[config.mk]
export PLATFORM = sky130hd
export DESIGN_NAME = shared_flash_arb
export DESIGN_NICKNAME = d
export VERILOG_FILES = /design/src/rtl/sfa_pkg.sv /design/src/rtl/sfa_slot.sv /design/src/rtl/sfa_pick.sv /design/src/rtl/shared_flash_arb.sv
export SDC_FILE = /design/constraint.sdc
export NUM_CORES = 1
export LEC_CHECK = 0
export ABC_CLOCK_PERIOD_IN_PS = 2050
export BUFFER_PORTS_ARGS = -buffer_cell sky130_fd_sc_hd__buf_2
export CORE_ASPECT_RATIO = 0.9
export CORE_UTILIZATION = 48
export DETAILED_ROUTE_END_ITERATION = 10
export PLACE_DENSITY = 0.78
export SKIP_CTS_REPAIR_TIMING = 1
export SYNTH_ARGS = -nofsm -noshare
export SYNTH_HDL_FRONTEND = slang
export SYNTH_SLANG_ARGS = --single-unit
[constraint.sdc]
create_clock -name clk -period 2.05 [get_ports clk]
set_input_delay 0 -clock clk [delete_from_list [all_inputs] [get_ports clk]]
set_output_delay 0 -clock clk [all_outputs]
set_load 0.01 [all_outputs]
[src/rtl/sfa_pkg.sv]
package sfa_pkg;
    localparam int unsigned PA_W   = 32;
    localparam int unsigned N_CORE = 2;
    localparam int unsigned N_KIND = 2;
    localparam int unsigned N_MST  = N_CORE * N_KIND;
    localparam int unsigned MIDX_W = $clog2(N_MST);

    typedef enum logic [1:0] {
        TR_IDLE   = 2'b00,
        TR_BUSY   = 2'b01,
        TR_NONSEQ = 2'b10,
        TR_SEQ    = 2'b11
    } htrans_e;

    typedef enum logic {
        KIND_FETCH = 1'b0,
        KIND_DATA  = 1'b1
    } kind_e;

    typedef struct packed {
        logic [PA_W-1:0] addr;
        logic [2:0]      size;
    } xfer_t;
endpackage

[src/rtl/sfa_slot.sv]
module sfa_slot
    import sfa_pkg::*;
(
    input  logic  clk,
    input  logic  rst_n,
    input  logic  live_i,
    input  xfer_t xfer_i,
    input  logic  grant_i,
    output logic  req_o,
    output xfer_t xfer_o,
    output logic  pend_o
);
    typedef struct packed {
        logic  pend;
        xfer_t hold;
    } slot_st_t;

    slot_st_t st_q, st_d;

    always_comb begin
        st_d = st_q;
        if (grant_i) begin
            st_d.pend = 1'b0;
        end else if (live_i) begin
            st_d.pend = 1'b1;
            st_d.hold = xfer_i;
        end
    end

    always_ff @(posedge clk or negedge rst_n) begin
        if (!rst_n) st_q <= '0;
        else        st_q <= st_d;
    end

    assign req_o  = st_q.pend | live_i;
    assign xfer_o = st_q.pend ? st_q.hold : xfer_i;
    assign pend_o = st_q.pend;


    hold_replay_chk: assert property (@(posedge clk) disable iff (!rst_n)
        (st_q.pend && !grant_i) |=> (st_q.pend && $stable(st_q.hold)));
endmodule

[src/rtl/sfa_pick.sv]
module sfa_pick
    import sfa_pkg::*;
(
    input  logic              clk,
    input  logic              rst_n,
    input  logic              adv_i,
    input  logic [N_MST-1:0]  req_i,
    output logic [N_MST-1:0]  gnt_o,
    output logic [MIDX_W-1:0] win_o,
    output logic              any_o
);
    typedef struct packed {
        logic [N_KIND-1:0] rr;
    } pick_st_t;

    pick_st_t st_q, st_d;

    logic [N_KIND-1:0] cls_req;
    logic              cls;
    logic              c0, c1, core;

    always_comb begin
        for (int k = 0; k < N_KIND; k++) begin
            cls_req[k] = req_i[k] | req_i[N_KIND + k];
        end
        cls  = cls_req[KIND_DATA] ? KIND_DATA : KIND_FETCH;
        c0   = req_i[{1'b0, cls}];
        c1   = req_i[{1'b1, cls}];
        core = (c0 && c1) ? st_q.rr[cls] : c1;
        win_o = {core, cls};
        any_o = adv_i && (cls_req != '0);
        gnt_o = '0;
        if (any_o) gnt_o[win_o] = 1'b1;
        st_d = st_q;
        if (any_o) st_d.rr[cls] = ~core;
    end

    always_ff @(posedge clk or negedge rst_n) begin
        if (!rst_n) st_q <= '0;
        else        st_q <= st_d;
    end


    rr_turn_chk: assert property (@(posedge clk) disable iff (!rst_n)
        ($past(gnt_o[1]) && req_i[1] && req_i[3] && any_o) |-> !gnt_o[1]);
endmodule

[src/rtl/shared_flash_arb.sv]
module shared_flash_arb
    import sfa_pkg::*;
#(
    parameter int unsigned DATA_W = 32
) (
    input  logic                        clk,
    input  logic                        rst_n,
    input  logic [N_MST-1:0][1:0]       m_htrans,
    input  logic [N_MST-1:0][PA_W-1:0]  m_haddr,
    input  logic [N_MST-1:0][2:0]       m_hsize,
    output logic [N_MST-1:0]            m_hreadyout,
    output logic [DATA_W-1:0]           m_hrdata,
    output logic [1:0]                  s_htrans,
    output logic [PA_W-1:0]             s_haddr,
    output logic [2:0]                  s_hsize,
    input  logic                        s_hready,
    input  logic [DATA_W-1:0]           s_hrdata
);
    typedef struct packed {
        logic              valid;
        logic [MIDX_W-1:0] owner;
    } dp_st_t;

    dp_st_t dp_q, dp_d;

    logic [N_MST-1:0]  live, req, pend, gnt;
    xfer_t             slot_x [N_MST];
    logic [MIDX_W-1:0] win;
    logic              any;

    always_comb begin
        for (int i = 0; i < N_MST; i++) begin
            if (dp_q.valid && dp_q.owner == MIDX_W'(i)) m_hreadyout[i] = s_hready;
            else                                       m_hreadyout[i] = !pend[i];
            live[i] = ((m_htrans[i] == TR_NONSEQ) || (m_htrans[i] == TR_SEQ)) && m_hreadyout[i];
        end
    end

    for (genvar g = 0; g < N_MST; g++) begin : g_slot
        sfa_slot u_slot (
            .clk     (clk),
            .rst_n   (rst_n),
            .live_i  (live[g]),
            .xfer_i  ({m_haddr[g], m_hsize[g]}),
            .grant_i (gnt[g]),
            .req_o   (req[g]),
            .xfer_o  (slot_x[g]),
            .pend_o  (pend[g])
        );


        loser_wait_chk: assert property (@(posedge clk) disable iff (!rst_n)
            pend[g] |-> !m_hreadyout[g]);
    end

    sfa_pick u_pick (
        .clk   (clk),
        .rst_n (rst_n),
        .adv_i (s_hready),
        .req_i (req),
        .gnt_o (gnt),
        .win_o (win),
        .any_o (any)
    );

    always_comb begin
        s_htrans = any ? TR_NONSEQ : TR_IDLE;
        s_haddr  = any ? slot_x[win].addr : '0;
        s_hsize  = any ? slot_x[win].size : '0;
        dp_d     = dp_q;
        if (s_hready) begin
            dp_d.valid = any;
            if (any) dp_d.owner = win;
        end
    end

    always_ff @(posedge clk or negedge rst_n) begin
        if (!rst_n) dp_q <= '0;
        else        dp_q <= dp_d;
    end

    assign m_hrdata = s_hrdata;


    data_first_chk: assert property (@(posedge clk) disable iff (!rst_n)
        (any && win[0] == KIND_FETCH) |-> !(req[1] || req[3]));


    dphase_hold_chk: assert property (@(posedge clk) disable iff (!rst_n)
        (dp_q.valid && !s_hready) |=> (dp_q.valid && $stable(dp_q.owner)));


    lone_pass_chk: assert property (@(posedge clk) disable iff (!rst_n)
        (s_hready && $countones(req) == 1) |-> (s_htrans == TR_NONSEQ));
endmodule

* Word-level counts from Yosys, hierarchy flattened
Cells that the tools add are included.
W data, S select, Z words.
** Storage, ports and cells
- Register bits :: 149
- Latch bits :: 0
- Bits in writable memories :: 0
- Bits in read-only memories :: 0
- Bits of input ports :: 183
- Output and inout port bits :: 73
- Logic and storage cells :: 112
- Memories :: 0
** Cells by class
- $add $sub $neg :: 0
- Multiply operators :: 0
- Div/mod/pow operators :: 0
- Order comparisons :: 7
- Equality and inequality tests :: 11
- Shifts and indexed selects :: 0
- Mux-type cells :: 36
- Bitwise gates (word level) :: 12
- Reductions and logical operators :: 31
** Operators by type and width (count)
- $mux W35 :: 6
- $mux W36 :: 4
- $bmux W35 S2 :: 1
- $mux W32 :: 1
- $eq A2 B2 Y1 const B :: 10
- $mux W1 :: 18
- $logic_and A1 B1 Y1 :: 12
- $reduce_and A2 Y1 :: 5
- $reduce_bool A2 Y1 :: 5
- $lt A2 B3 Y1 const B :: 2
- $or A1 B1 Y1 :: 6
- $not A1 Y1 :: 5
- $logic_not A1 Y1 :: 4
- $logic_or A1 B1 Y1 :: 4
- $mux W4 :: 1
- $ge A3 B3 Y1 const B :: 1
- $lt A1 B3 Y1 const B :: 1
- $mux W3 :: 1
- $not A2 Y3 :: 1
- $bwmux W2 :: 1
- $demux W1 S2 :: 1
- $eq A2 B1 Y1 const B :: 1
- $ge A2 B1 Y1 const B :: 1
- $logic_not A2 Y1 :: 1
- other kinds (4) :: 4

* Logic depth before layout (Yosys ltp)
- Depth in word-level cells :: 18
- Gate-level depth with buffers :: 10
- Mapped depth without buffers :: 6

* By module
From an unflattened synthesis, not the netlist that was laid out.
** Unflattened totals
- Cells, all modules :: 675
- Area total of the unflattened synthesis :: 9509.1 µm²
** By module, submodules not included
- sfa_slot :: times used 4, cells each 117, area an instance 1928.1 µm², seq. area each 900.9 µm²
- shared_flash_arb :: times used 1, cells each 186, area an instance 1630.3 µm², seq. area each 75.1 µm²
- sfa_pick :: times used 1, cells each 21, area an instance 166.4 µm², seq. area each 50.0 µm²

* Worst setup path before layout
OpenSTA, ideal clock, no wires.
- Path kind :: flip-flop to flip-flop
- From :: register dp_q[1] in the netlist's numbering
- To :: register g_slot[0].u_slot.st_q[0] in the netlist's numbering
- Setup time :: 0.125 ns
- Data arrival time :: 2.080 ns
- Required time :: 1.925 ns
- Slack :: -0.155 ns
- Stages on the path, launching flop included :: 9
- Path buffers :: 2
- Period minus slack after synthesis :: 2.205 ns
- Cells stage by stage :: dfrtp_1 -> buf_2 -> nand4bb_1 -> a21oi_2 -> and2_1 -> nand3_2 -> o211ai_4 -> buf_6 -> mux2_4
** On the way
- Cells in the longest elaborated chain, start to end :: 18
- Elaborated cells between the ends (all ways) :: 41
- Those cells by class :: order compare (2); eq/ne (3); mux (15); bitwise (7); reduce/logical (14)
** RTL lines
- start: declaration :: RTL line shared_flash_arb.sv:24 : dp_st_t dp_q, dp_d;
- start signal: assignment :: RTL line shared_flash_arb.sv:79 : else dp_q <= dp_d;
- $eq A2 B1 Y1 / $eq A2 B2 Y1 (equally long branches) :: RTL line shared_flash_arb.sv:33 : if (dp_q.valid && dp_q.owner == MIDX_W'(i)) m_hreadyout[i] = s_hready;
- $logic_and A1 B1 Y1 :: RTL line shared_flash_arb.sv:33
- $mux W1 :: RTL line shared_flash_arb.sv:33
- $logic_and A1 B1 Y1 :: RTL line shared_flash_arb.sv:35 : live[i] = ((m_htrans[i] == TR_NONSEQ) || (m_htrans[i] == TR_SEQ)) && m_hreadyout[i];
- $or A1 B1 Y1 :: RTL line sfa_slot.sv:35 : assign req_o = st_q.pend | live_i;
- $or A1 B1 Y1 :: RTL line sfa_pick.sv:24 : cls_req[k] = req_i[k] | req_i[N_KIND + k];
- $mux W1 :: RTL line sfa_pick.sv:26 : cls = cls_req[KIND_DATA] ? KIND_DATA : KIND_FETCH;
- $mux W1, on equally long branches (2 in series) :: RTL line sfa_pick.sv:27, sfa_pick.sv:28
- $logic_and A1 B1 Y1 :: RTL line sfa_pick.sv:29 : core = (c0 && c1) ? st_q.rr[cls] : c1;
- $mux W1 :: RTL line sfa_pick.sv:29
- $lt A2 B3 Y1 (implied by the code) / $ge A2 B1 Y1 (equally long branches) :: RTL line sfa_pick.sv:33 : if (any_o) gnt_o[win_o] = 1'b1;
- $logic_and A1 B1 Y1 (implied by the code) :: RTL line sfa_pick.sv:33
- $mux W1 (implied by the code) :: RTL line sfa_pick.sv:33
- $demux W1 S2
- $mux W4 :: RTL line sfa_pick.sv:33
- $not A1 Y1 (no line)
- $reduce_and A2 Y1 (no line) (*)
- end signal: assignment :: RTL line sfa_slot.sv:32 : else st_q <= st_d;
- end: declaration :: RTL line sfa_slot.sv:18 : slot_st_t st_q, st_d;
Mark *: on every way between the ends. The rest lies on a longest branch, timed or not. The select of a mux whose other input is x is not followed.
A chain may end at the register's enable or synchronous reset.

* Final worst setup path
- From :: register dp_q[1] in the netlist's numbering
- To :: output port s_haddr[25]
** On the way
- Cells in the longest elaborated chain, start to end :: 16
- Elaborated cells between the ends (all ways) :: 38
- Those cells by class :: eq/ne (3); mux (16); bitwise (7); reduce/logical (12)
** RTL lines
- $eq A2 B1 Y1 / $eq A2 B2 Y1 (equally long branches) :: RTL line shared_flash_arb.sv:33
- $logic_and A1 B1 Y1 :: RTL line shared_flash_arb.sv:33
- $mux W1 :: RTL line shared_flash_arb.sv:33
- $logic_and A1 B1 Y1 :: RTL line shared_flash_arb.sv:35
- $or A1 B1 Y1 :: RTL line sfa_slot.sv:35
- $or A1 B1 Y1 :: RTL line sfa_pick.sv:24
- $mux W1 :: RTL line sfa_pick.sv:26
- $mux W1, on equally long branches (2 in series) :: RTL line sfa_pick.sv:27, sfa_pick.sv:28
- $logic_and A1 B1 Y1 :: RTL line sfa_pick.sv:29
- $mux W1 :: RTL line sfa_pick.sv:29
- $not A2 Y3 (implied by the code) :: RTL line shared_flash_arb.sv:68 : s_haddr = any ? slot_x[win].addr : '0;
- $bmux W35 S2 :: RTL line shared_flash_arb.sv:68
- $mux W35 (2 in series)
- $mux W32 (*) :: RTL line shared_flash_arb.sv:68
- end: declaration :: RTL line shared_flash_arb.sv:14 : output logic [PA_W-1:0] s_haddr,
Marked as above.

==> results.md <==
Run status:
- The final reports fail on negative hold slack, negative setup slack.
- The flow ran to the end, but the final reports show violations.

Setup path:
- Walking the worst path, the cells encountered are nand4b_1, a21o_1, and2_4, o22ai_4, buf_12, buf_12, buf_6, a211o_1, a21oi_2, buf_2.
- Among the stages of the critical path, the cell type that occurs most often is sky130_fd_sc_hd__buf_12.
- The startpoint-to-endpoint class of the critical path is reg2out.
- The kind of end point of the critical path is a primary output.
- Along the worst path, the maximum fanout reaches 12.
- The startpoint type of the worst setup path is a flop.
- The library cell contributing the largest single delay on the critical path is sky130_fd_sc_hd__dfrtp_2.
- The worst path arrival time is 2.59 ns.
- The family with the most delay on the worst path is compound AO/OA/AOI/OAI gates.
- The endpoint required time on the critical path is ~2.1 ns.
- The highest cell delay on the worst timing path is between 0.4 and 0.5 ns.
- The number of buffers and inverters on the critical path is 4.

Synth:
- Of the total synthesized cell area, the portion taken by full adders, half adders and majority gates is 0%.
- The number of synthesis warnings is 0.
- Summing the areas of all compound-gate instances in the mapped netlist gives 13.4% of the synthesized area.
- The cell taking the most area after synthesis is sky130_fd_sc_hd__dfrtp_1.
- The total nets after synthesis is between 900 and 1k.
- Summing the areas of all xor and xnor instances in the mapped netlist gives 0% of the synthesized area.
- The portion of synthesized area spent on multiplexers is roughly a third.
- Counting flops and latches in the post-synthesis netlist gives around 150.
- Of the total synthesized cell area, the portion taken by AND, OR, NAND and NOR gates is between 5 and 6%.
- The mapped netlist covers 8910 µm².
- After synthesis, flip-flops and latches occupy between 40% and 50% of the total area.
- Synthesis instantiated 39 different standard cells from the library.
- The main combinational cell family by area after synthesis is multiplexers.
- The synthesized instance count is 752.
- The area share of the largest cell type after synthesis is 41.8%.
- The average cell area after synthesis is ~12 µm².
- In the post-synthesis netlist, the biggest area contributors are sky130_fd_sc_hd__dfrtp_1, sky130_fd_sc_hd__mux2_2, sky130_fd_sc_hd__mux2_4.

Layout:
- The multi-input gate area in the final layout is 5080 µm².
- The count of nets after finishing is between 1k and 1.5k.
- Cells with a size suffix above 1 make up between 40% and 50% of the layout.
- The count of antenna diodes in the layout is 0.
- Fill cells in the final layout number roughly 1.0k.
- Summing all flip-flop and latch instances after layout gives approximately 3700 µm².
- The most frequent standard cell in the layout excluding fill and tap cells is sky130_fd_sc_hd__buf_2.
- Relative to the synthesized area, the layout overhead comes to 50.3%.
- The post-route standard cell area excluding fillers is between 10000 and 15000 µm².
- In the layout the commonest cells are sky130_fd_sc_hd__buf_2, sky130_fd_sc_hd__dfrtp_1, sky130_fd_sc_hd__dlygate4sd3_1.
- The number of standard cells in the final layout excluding fillers is 1347.

STA:
- Setup total negative slack on the finished layout was measured at -40.52 ns.
- The final worst slack is -0.540 ns.
- Hold timing on the final database bottoms out at a slack of -0.0000856 ns.
- The time the final worst path needs with I/O delays and setup is around 2.6 ns.
- The number of hold violations in the final report is 1.
- The timing-limited maximum frequency is slightly below 400 MHz.
- Setup repair after global routing could not meet its margin everywhere.
- The count of endpoints failing setup in the final report is ~180.
- The clock arrives with approximately 0.012 ns of skew.
- The max-slew violation count is 0.
- At the pin with the least slew margin, the transition time is ~0.66 ns.
- The worst slew margin relative to its limit is 55.6%.
- The fraction of the cycle the final worst path needs is 126%.

Drt:
- For this block, the routed nets add up to about 32000 µm of wire.
- For this run, design rule violations remaining after detail routing come to 0.
- Using the TritonRoute via totals, the vias-per-cell ratio works out to 5.91.
- The via count is roughly 8.0k.
- The routed length per placed instance is 23.7 µm.
- In this run, the number of DRC markers left after iteration 0 of detailed routing was roughly 590.
- The first detailed-routing pass took 5 iterations.
- The post-detailed-route count of antenna-violating nets is 0.

Floorplan:
- The floorplan step defined a core boundary enclosing ~18000 µm².
- The number of placement rows is 46.
- The floorplan die height is roughly 130 µm.
- The area of the die is approximately 19000 µm².
- The starting density of the core is ~50%.
- The chip width is between 100 and 150 µm.
- The boundary pin count is roughly 260.

Place:
- The placed instances occupy a cell area of 10100 µm².
- The number of buffers inserted by port buffering is roughly 190.
- The wire-length estimate of the detail-placed layout is about 17000 µm.
- In this run, placement finished with an instance count of approximately 1.1k.
- At the end of routability-driven placement, the weighted congestion stood at just under 0.9.

Pwr:
- The logic gate share of total power is between 50% and 60%.
- The total net switching power is roughly 6.7 mW.
- Sequential cells account for between 20 and 30% of the total power.
- Summing internal, switching and leakage power gives between 15 and 20 mW.
- Power spread over the standard cell area amounts to between 1000 and 1500 nW/µm².
- The leakage power total is approximately 6.4 nW.
- The internal power summed over all cells is around 12 mW.
- Across the VDD grid, the largest voltage drop is 0.793 mV.
- In this run switching power makes up about 37% of total power.
- The clock network accounts for between 15 and 20% of the total power.

Global route:
- The initial antenna violation count is 0.
- Entering global routing, the biggest net connects 56 pins.
- In the global route stage, overall resource usage came out at 25.4%.
- After global routing the overflow that remains totals 0.
- The first global-routing pass estimated approximately 37000 µm of wire.
- The number of global-route vias before repair is roughly 6.8k.

Min path:
- In this run the worst hold path is classified as in2reg.

Clock tree:
- The worst-case clock buffer depth is 2.
- The clock buffer count from CTS is 17.
- After clock tree synthesis, the clock-pin slew on the worst setup and hold paths is ~0.070 ns.
- The insertion delay to the later sink of the worst-skew pair is around 0.44 ns.
- The H-tree was split into 4 levels.
- The clock net in this run drives a total of approximately 150 sinks.
- The root buffer cell chosen for the clock tree is sky130_fd_sc_hd__clkbuf_16.
- TritonCTS built the clock tree.

Job:
- The number of max-cap violations is 0.
[per-stage QoR]
| stage | utilization, % | worst slack, ns | hold WS (ns) |
|---|---|---|---|
| final | 74.8 | -0.540 | -0.0000856 |
| after global routing | 74.8 | -0.627 | 0.0000161 |
| after CTS | 59.9 | -0.708 | -0.471 |
| after detailed placement | 56.7 | -0.278 | -0.0119 |
| after global placement | 56.7 | -0.218 | -0.0159 |
| after floorplan | - | -0.115 | -0.296 |
[power groups by stage]
stage | clock network (mW) | logic (mW) | registers [mW]
floorplan | 0 | 5.36 | 4.96
global placement | 0 | 7.27 | 5.12
detailed placement | 0 | 7.43 | 5.21
CTS | 3.13 | 7.46 | 5.21
global route | 3.29 | 10.2 | 5.51
finish | 3.18 | 9.76 | 5.37
[synthesized netlist by cell type (all sizes together)]
cell / number
and2: 3
a21oi: 41
o21ai: 4
o211ai: 38
conb: 1
a211oi: 35
a21boi: 4
nand2: 43
o22ai: 1
nand3b: 2
a31oi: 1
dfrtp: 149
mux2: 175
a311oi: 1
nor2: 6
mux2i: 70
nor2b: 35
nand3: 3
nand4: 1
clkbuf: 32
inv: 2
nand4b: 1
or4b: 1
buf: 63
o21ba: 1
a21o: 2
a211o: 35
nand4bb: 2
[state kept, by name (all words and copies together), names as in the netlist]
| register | cells |
|---|---|
| g_slot.u_slot.st_q | 140 |
| g_slot.u_slot.pend_o | 4 |
| u_pick.st_q | 2 |
| dp_q | 3 |
[metal layers]
| layer | vias up | wire (µm) | part of all wire, % | GRT usage (%) |
|---|---|---|---|---|
| met5 | - | 0 | 0 | 0 |
| met4 | 0 | 1210 | 3.8 | 9.59 |
| met3 | 120 | 2560 | 8.0 | 5.38 |
| met2 | 448 | 15100 | 47 | 36.9 |
| met1 | 3966 | 13100 | 41 | 37.0 |
| li1 | 3428 | - | - | - |
[logic make-up (layout without fill, tap and decap cells)]
kind of cell | after synthesis | in the layout
other | 1 | 1
DFF | 149 | 149
buffers and inverters | 97 | 452
muxes | 245 | 245
AOI/OAI and AO/OA | 163 | 163
and+or+nand+nor | 97 | 97
[area by class of cell]
type / count / area share [%]
Clock buffer: 19 / 3.31
Clock inverter: 13 / 0.990
Inverter: 2 / 0.0747
Multi-Input combinational cell: 506 / 38.0
Sequential cell: 149 / 27.9
Tap cell: 240 / 2.24
Timing Repair Buffer: 418 / 27.5
[worst min-delay path, delay by kind of cell]
kind / cells / cell delay (ns)
buffers and inverters: 1 / 0.16
AOI/OAI and AO/OA: 1 / 0.10
and+or+nand+nor: 1 / 0.13
[worst paths after layout]
kind	startpoint	to	slack (ns)	cells past startpoint
max	dp_q[1]$_DFFE_PN0P_	s_haddr[25]	-0.54	10
min	s_hready	g_slot[3].u_slot.pend_o$_DFFE_PN0P_	-0.00009	3
max reg2reg	dp_q[0]$_DFFE_PN0P_	g_slot[2].u_slot.st_q[8]$_DFFE_PN0P_	-0.29	8
min reg2reg	g_slot[1].u_slot.st_q[24]$_DFFE_PN0P_	g_slot[1].u_slot.st_q[24]$_DFFE_PN0P_	0.51	1
max in group asynchronous	rst_n	g_slot[2].u_slot.pend_o$_DFFE_PN0P_	1.18	3
min in group asynchronous	rst_n	g_slot[1].u_slot.st_q[32]$_DFFE_PN0P_	0.08	2
Power figures use the tool's default switching activity.
